--- src/rtl/restoring_divider_pkg.sv ---
package restoring_divider_pkg;

  // Smaller of two widths.
  function automatic int min_w(int a, int b);
    return (a < b) ? a : b;
  endfunction

  // True when a pipeline register follows cell j. The first register sits
  // after cell qw-1-place, and the others follow in chain order, wrapping
  // back to cell 0.
  function automatic bit reg_after(int j, int qw, int lat, int place);
    int first;
    first = qw - 1 - place;
    return ((j - first + qw) % qw) < lat;
  endfunction

endpackage

--- src/rtl/rdiv_stage.sv ---
// One restoring cell: shift in a numerator bit, try the subtraction, keep
// the difference only when it does not borrow.
module rdiv_stage #(
  parameter int DEN_W = 8,
  parameter int QUO_W = 8,
  parameter int POS   = 0
) (
  input  logic [DEN_W-1:0] pr_i,
  input  logic             nbit_i,
  input  logic [DEN_W-1:0] den_i,
  input  logic [QUO_W-1:0] q_i,
  output logic [DEN_W-1:0] pr_o,
  output logic [QUO_W-1:0] q_o
);

  logic [DEN_W:0] shifted;
  logic           fits;

  always_comb begin
    shifted = {pr_i, nbit_i};
    fits    = shifted >= {1'b0, den_i};
    pr_o    = fits ? DEN_W'(shifted - {1'b0, den_i}) : shifted[DEN_W-1:0];
    q_o     = q_i | (QUO_W'(fits) << POS);
  end

endmodule

--- src/rtl/rdiv_pipe_reg.sv ---
// Bundle register between two cells: asynchronous clear, clock enable.
module rdiv_pipe_reg #(
  parameter int W = 8
) (
  input  logic         clk,
  input  logic         arst,
  input  logic         ce,
  input  logic [W-1:0] d,
  output logic [W-1:0] q
);

  always_ff @(posedge clk or posedge arst) begin
    if (arst)    q <= '0;
    else if (ce) q <= d;
  end

  // the clear empties the register
  a_r6_clear: assert property (@(posedge clk) arst |-> q == '0);

endmodule

--- src/rtl/restoring_divider.sv ---
module restoring_divider
  import restoring_divider_pkg::*;
#(
  parameter int NUM_W   = 8,
  parameter int DEN_W   = 8,
  parameter int MIN_DW  = 1,
  parameter int QUO_W   = NUM_W - MIN_DW + 1,
  parameter int REM_W   = min_w(NUM_W, DEN_W),
  parameter int LATENCY = 0,
  parameter int PLACE   = QUO_W / 2
) (
  input  logic             clk,
  input  logic             arst,
  input  logic             ce,
  input  logic [NUM_W-1:0] num,
  input  logic [DEN_W-1:0] den,
  output logic [QUO_W-1:0] quo,
  output logic [REM_W-1:0] rem
);

  localparam int BW = DEN_W + NUM_W + DEN_W + QUO_W;  // bundle per boundary
  localparam int CW = $clog2(QUO_W + 1) + 1;           // fill counter width
  localparam int PW = NUM_W + DEN_W + 1;               // identity check width

  // Parameter legality
  if (QUO_W != NUM_W - MIN_DW + 1) begin : g_bad_quo
    $error("quotient width must be NUM_W - MIN_DW + 1");
  end
  if (REM_W != min_w(NUM_W, DEN_W)) begin : g_bad_rem
    $error("remainder width must be the smaller operand width");
  end
  if (MIN_DW < 1 || MIN_DW > min_w(NUM_W, DEN_W)) begin : g_bad_min
    $error("MIN_DW out of range");
  end
  if (LATENCY < 0 || LATENCY > QUO_W) begin : g_bad_lat
    $error("LATENCY must lie between 0 and QUO_W");
  end
  if (PLACE < 0 || PLACE > QUO_W - 1) begin : g_bad_place
    $error("PLACE must lie between 0 and QUO_W-1");
  end

  // Boundary b lies in front of cell b; boundary QUO_W is the output.
  logic [DEN_W-1:0] pr_b [QUO_W+1];
  logic [NUM_W-1:0] nm_b [QUO_W+1];
  logic [DEN_W-1:0] dn_b [QUO_W+1];
  logic [QUO_W-1:0] qt_b [QUO_W+1];

  // The leading MIN_DW-1 numerator bits start out as the partial remainder.
  assign pr_b[0] = DEN_W'({{DEN_W{1'b0}}, num} >> QUO_W);
  assign nm_b[0] = num;
  assign dn_b[0] = den;
  assign qt_b[0] = '0;

  for (genvar i = 0; i < QUO_W; i++) begin : g_cell
    localparam int POS = QUO_W - 1 - i;
    logic [DEN_W-1:0] st_pr;
    logic [QUO_W-1:0] st_q;

    rdiv_stage #(.DEN_W(DEN_W), .QUO_W(QUO_W), .POS(POS)) u_stage (
      .pr_i   (pr_b[i]),
      .nbit_i (nm_b[i][POS]),
      .den_i  (dn_b[i]),
      .q_i    (qt_b[i]),
      .pr_o   (st_pr),
      .q_o    (st_q)
    );

    if (reg_after(i, QUO_W, LATENCY, PLACE)) begin : g_reg
      rdiv_pipe_reg #(.W(BW)) u_reg (
        .clk  (clk),
        .arst (arst),
        .ce   (ce),
        .d    ({st_pr, nm_b[i], dn_b[i], st_q}),
        .q    ({pr_b[i+1], nm_b[i+1], dn_b[i+1], qt_b[i+1]})
      );
    end else begin : g_wire
      assign pr_b[i+1] = st_pr;
      assign nm_b[i+1] = nm_b[i];
      assign dn_b[i+1] = dn_b[i];
      assign qt_b[i+1] = st_q;
    end
  end

  assign quo = qt_b[QUO_W];
  assign rem = pr_b[QUO_W][REM_W-1:0];

  // ---------------------------------------------------------------------
  // Checks. The operand pair travels with its result, so the output can be
  // related to the operands that produced it.
  // ---------------------------------------------------------------------
  logic [CW-1:0] fill;
  logic          primed;
  logic [PW-1:0] chk_lhs, chk_rhs;

  always_ff @(posedge clk or posedge arst) begin
    if (arst)                          fill <= '0;
    else if (ce && fill < CW'(LATENCY)) fill <= fill + 1'b1;
  end

  always_comb begin
    primed  = fill >= CW'(LATENCY);
    chk_lhs = PW'(quo) * PW'(dn_b[QUO_W]) + PW'(rem);
    chk_rhs = PW'(nm_b[QUO_W]);
  end

  // quotient and remainder rebuild the numerator
  a_r1_identity: assert property (@(posedge clk) disable iff (arst)
    (dn_b[QUO_W] != '0) |-> chk_lhs == chk_rhs);

  // remainder stays under the divisor
  a_r1_rem_below_den: assert property (@(posedge clk) disable iff (arst)
    (dn_b[QUO_W] != '0) |-> DEN_W'(rem) < dn_b[QUO_W]);

  // zero divisor gives all-ones quotient and passes the numerator through
  a_r2_zero_den: assert property (@(posedge clk) disable iff (arst)
    (primed && dn_b[QUO_W] == '0) |-> (quo == '1 && rem == nm_b[QUO_W][REM_W-1:0]));

  // a disabled edge leaves the outputs untouched
  a_r5_hold: assert property (@(posedge clk) disable iff (arst)
    (LATENCY > 0 && !ce) |=> ($stable(quo) && $stable(rem)));

endmodule

--- config.mk ---
export PLATFORM = sky130hd
export DESIGN_NAME = restoring_divider
export DESIGN_NICKNAME = d
export VERILOG_FILES = /design/src/rtl/restoring_divider_pkg.sv /design/src/rtl/rdiv_stage.sv /design/src/rtl/rdiv_pipe_reg.sv /design/src/rtl/restoring_divider.sv
export SDC_FILE = /design/constraint.sdc
export NUM_CORES = 1
export LEC_CHECK = 0
export BUFFER_PORTS_ARGS = -buffer_cell sky130_fd_sc_hd__buf_2
export CAP_MARGIN = 20
export CORE_UTILIZATION = 38
export DETAILED_ROUTE_END_ITERATION = 16
export GPL_TIMING_DRIVEN = 1
export PLACE_DENSITY_LB_ADDON = 0.25
export REMOVE_ABC_BUFFERS = 1
export SYNTH_ARGS = -nofsm -noshare
export SYNTH_HDL_FRONTEND = slang
export SYNTH_HIERARCHICAL = 1
export SYNTH_SLANG_ARGS = --single-unit
--- constraint.sdc ---
create_clock -name vclk -period 21.4
set_clock_uncertainty 0.2 [all_clocks]
set_input_delay 3.21 -clock vclk [all_inputs]
set_output_delay 3.21 -clock vclk [all_outputs]
set_load 0.02 [all_outputs]
==> results_dict.tcl, run 1 <==
set metrics [dict create \
    post_cts_buffers 0 \
    drv_cap 0 \
    hold_ws_ps 6600 \
    fmax_mhz 50.3 \
    ctsResizeCount 0 \
    regArea_um2 0 \
    via_per_inst 5.23 \
    grt_max_degree 17 \
    outcome "finished clean" \
    clock_buffer_count 0 \
    gp_congestion 0.805 \
    path_max_fanout 16 \
    synth_area_per_cell_um2 7.72 \
    core_area_um2 10900 \
    slew_viol_final 0 \
    critPathRequiredTime_ps 17990 \
    yosysTopAreaCell "ha_1" \
    finalCritPeriodShare_pct 92.9 \
    crit_path_start_kind "primary input" \
    drt.antenna.violating_nets 0 \
    path_class "primary input to primary output" \
    path_delay_family "compound AO/OA/AOI/OAI gates" \
    startpoint "den[1]" \
    final_nets 644 \
    vias 3612 \
    gr-usage-all-layers_pct 16.4 \
    wl_um 9340 \
    grt_pass1_vias 3431 \
    layout_commonest_cell "inv_1" \
    syn_area_um2 4290 \
    routedWlPerCell_um 13.5 \
    synthToLayoutAreaGrowth_pct -0.584 \
    endpoint "rem[3]" \
    yosys_warnings 6 \
    die_x_um 108 \
    synthTopCellsByArea "ha_1 19%, buf_4 9.8%, mux2_2 9.5%" \
    hold_buffers 0 \
    worst-path-stages 50 \
    mostFrequentLayoutCells "82 x inv_1, 64 x ha_1, 46 x a21oi_1" \
    worst_pin_slew_ps 541 \
    rows 38 \
    hold_depth 4 \
    critPathSlowestCell "o21a_1" \
    worstPathArrival_ps 16470 \
    firstDrtPassIters 4 \
    grt_pass1_wl_um 15800 \
    grt-ovfl-total 0 \
    hpwl_um 7770 \
    n_antenna_cell 0 \
    die_area_um2 11700 \
    multiInputGateArea_um2 3620 \
    fill_cells 1182 \
    portBuffers 32 \
    finalSetupViolations 0 \
    critical_path_buf_inv_count 3 \
    die_y_um 108 \
    slew_headroom_pct 63.9 \
    finalHoldViolCount 0 \
    cpPeakStageDelay_ps 520 \
    drt_iter0_drc 98 \
    ys_seq_area_share_pct 0 \
    endpoint_kind "primary output" \
    rsz0062_at_grt "no" \
    drc 0 \
    seq_cell_count 0 \
    antenna_found_initial 0 \
    period_needed_ps 19880 \
    hp-class "primary input to primary output" \
    yosys.area.top_type_share_pct 18.7 \
    synth_cell_types 38 \
    syn_inst 555 \
    io_pins 35 \
    start_util_pct 39.2 \
    cpMostUsedCell "ha_1" \
    layout-drive-gt1-share_pct 18.5 \
    fin_setup_tns_ps 0 \
]
worst min-delay path by stage:
stage	startpoint	to	slack, ps
2_1_floorplan	num[0]	rem[0]	6430
3_3_place_gp	num[0]	rem[0]	6590
3_5_place_dp	num[0]	rem[0]	6590
4_1_cts	num[0]	rem[0]	6600
5_1_grt	num[0]	rem[0]	6630
6_report	num[0]	rem[0]	6600
per-stage QoR:
step	setup WS (ps)	utilization, %	instances	area (µm²)
floorplan	3530	-	519	3930
global placement	1680	39.0	691	4260
detailed placement	1530	39.0	691	4260
CTS	1510	39.0	691	4260
global route	724	39.0	691	4260
finish	1520	39.0	691	4260
synthesized netlist by cell type (all sizes together) (4+ instances only):
cell    instances
nand3b          6
or4             6
or2             6
o211ai         24
buf            58
fa              8
ha             64
nand3          10
o31a            8
and2b           6
nand4           6
a21oi          46
mux2           48
o21a           10
nand2b          8
o21ai          22
mux2i          16
a21o            4
nor2           26
nor3b           4
xor2            6
nor2b           8
nand2          22
xnor2          24
nor3           12
inv            82
worst min-delay path, stage by stage:
cell and delay (ps):
buf_2 100, inv_1 60, mux2i_1 60, buf_2 160
metal layers:
layer	up-vias	GRT usage (%)	wire, µm
li1	1889	-	-
met1	1682	21.4	4460
met2	35	31.0	4670
met3	6	0	100
met4	0	1.57	102
met5	-	0	0
layout make-up:
class / count / share of cell area [%]
well taps: 140 / 4.11
multi-input cells: 437 / 84.9
repair buffers: 32 / 3.76
inverters: 82 / 7.22
logic make-up after synthesis:
logic type | count (synthesis) | share of synthesized area (%)
AO/OA/AOI/OAI | 126 | 21.1
multiplexers | 64 | 17.4
AND/OR/NAND/NOR | 122 | 15.4
XOR/XNOR | 30 | 6.13
other | 1 | 0.0875
adder cells (fa/ha/maj) | 72 | 22.4
buffers and inverters | 140 | 17.5
Power of run 1 is left out: the tool's default activity adds up to more than one toggle a clock period on the data nets, which glitch-free logic cannot reach.
==> run 2: changes to the inputs <==
==> constraint.sdc (replaced) <==
create_clock -name vclk -period 21.4
set_clock_uncertainty 0.2 [all_clocks]
set_input_delay 4.28 -clock vclk [all_inputs]
set_output_delay 4.28 -clock vclk [all_outputs]
set_load 0.02 [all_outputs]
==> run 2 against run 1 <==
Design area grew 13%; die area unchanged; core utilization grew 5.1 points; sequential share of layout area stayed put; highest routed layer unchanged.
==> results_dict.tcl, run 2 (synthesized netlist as in run 1, its figures left out) <==
set metrics [dict create \
    core_area_um2 10900 \
    gr-usage-all-layers_pct 17.9 \
    critPathSlowestCell "mux2_2" \
    grt_pass1_wl_um 17200 \
    die_y_um 108 \
    firstDrtPassIters 4 \
    crit_path_start_kind "primary input" \
    finalHoldViolCount 0 \
    grt_max_degree 16 \
    seq_cell_count 0 \
    cpMostUsedCell "ha_1" \
    synthToLayoutAreaGrowth_pct 12.4 \
    hp-class "primary input to primary output" \
    path_max_fanout 8 \
    finalSetupViolations 0 \
    layout_commonest_cell "inv_1" \
    grt-ovfl-total 0 \
    fill_cells 1105 \
    cpPeakStageDelay_ps 400 \
    die_area_um2 11700 \
    rows 38 \
    wl_um 10200 \
    drc 0 \
    n_antenna_cell 0 \
    drv_cap 0 \
    layout-drive-gt1-share_pct 28.6 \
    io_pins 35 \
    portBuffers 32 \
    clock_buffer_count 0 \
    hpwl_um 8670 \
    outcome "finished clean" \
    rsz0062_at_grt "no" \
    final_nets 702 \
    endpoint_kind "primary output" \
    mostFrequentLayoutCells "82 x inv_1, 58 x ha_1, 55 x buf_4" \
    min_from "num[0]" \
    critPathRequiredTime_ps 16920 \
    antenna_found_initial 0 \
    drt.antenna.violating_nets 0 \
    whs_endpoint "rem[0]" \
    start_util_pct 39.2 \
    worstPathArrival_ps 16210 \
    dpl_cell_area_um2 4600 \
    path_class "primary input to primary output" \
    vias 3895 \
    grt_pass1_vias 3803 \
    multiInputGateArea_um2 3700 \
    via_per_inst 5.20 \
    gp_congestion 0.825 \
    fin_setup_tns_ps 0 \
    period_needed_ps 20690 \
    slew_viol_final 0 \
    fin_area_um2 4810 \
    die_x_um 108 \
    setup_ws_ps 705 \
    fmax_mhz 48.3 \
    regArea_um2 0 \
    drt_iter0_drc 83 \
    routedWlPerCell_um 13.6 \
    preCtsSetupSlack_ps 185 \
    finalCritPeriodShare_pct 96.7 \
    hold_depth 4 \
]
==> run 2: final cells by class <==
cell class         count  share of cell area (%)
well taps            140                    3.64
repair buffers        89                    13.0
multi-input cells    438                    76.9
inverters             82                    6.39
==> run 2: critical path, delay by kind of cell <==
| family | cells | cell delay [ps] |
|---|---|---|
| multiplexers | 8 | 2760 |
| AND/OR/NAND/NOR | 11 | 1100 |
| buffers and inverters | 9 | 1300 |
| adder cells (fa/ha/maj) | 8 | 2690 |
| AO/OA/AOI/OAI | 19 | 4050 |
==> run 2: worst max path at each step <==
| stage | startpoint | end | slack [ps] | cells after the start |
|---|---|---|---|---|
| 2_1_floorplan | den[5] | rem[0] | 1390 | 48 |
| 3_3_place_gp | den[6] | rem[6] | 350 | 52 |
| 3_5_place_dp | den[6] | rem[6] | 190 | 53 |
| 4_1_cts | den[6] | rem[1] | 140 | 53 |
| 5_1_grt | den[3] | rem[6] | 10 | 55 |
| 6_report | den[3] | rem[6] | 710 | 55 |
==> run 2: stage by stage <==
stage,utilization (%),cells,hold slack (ps)
after detailed placement,42.0,734,8730
after CTS,42.0,734,8740
final,44.0,749,8740
after floorplan,-,519,8570
after global routing,44.0,749,8790
after global placement,42.0,734,8730
==> run 2: per-layer routing <==
metal,up-vias,global-route usage [%],wire (µm)
li1,2006,-,-
met1,1834,22.3,4750
met2,48,34.6,5130
met3,7,0.301,169
met4,0,2.94,119
met5,-,0,0
==> run 2: repair_timing <==
| item | in CTS | in global routing |
|---|---|---|
| hold buffers | 0 | 0 |
| gates resized for setup | 0 | 20 |
| buffers inserted | 0 | 14 |
| hold endpoints to repair | 0 | 0 |
| setup endpoints to repair | 0 | 9 |
Power of run 2 is left out for the same reason.
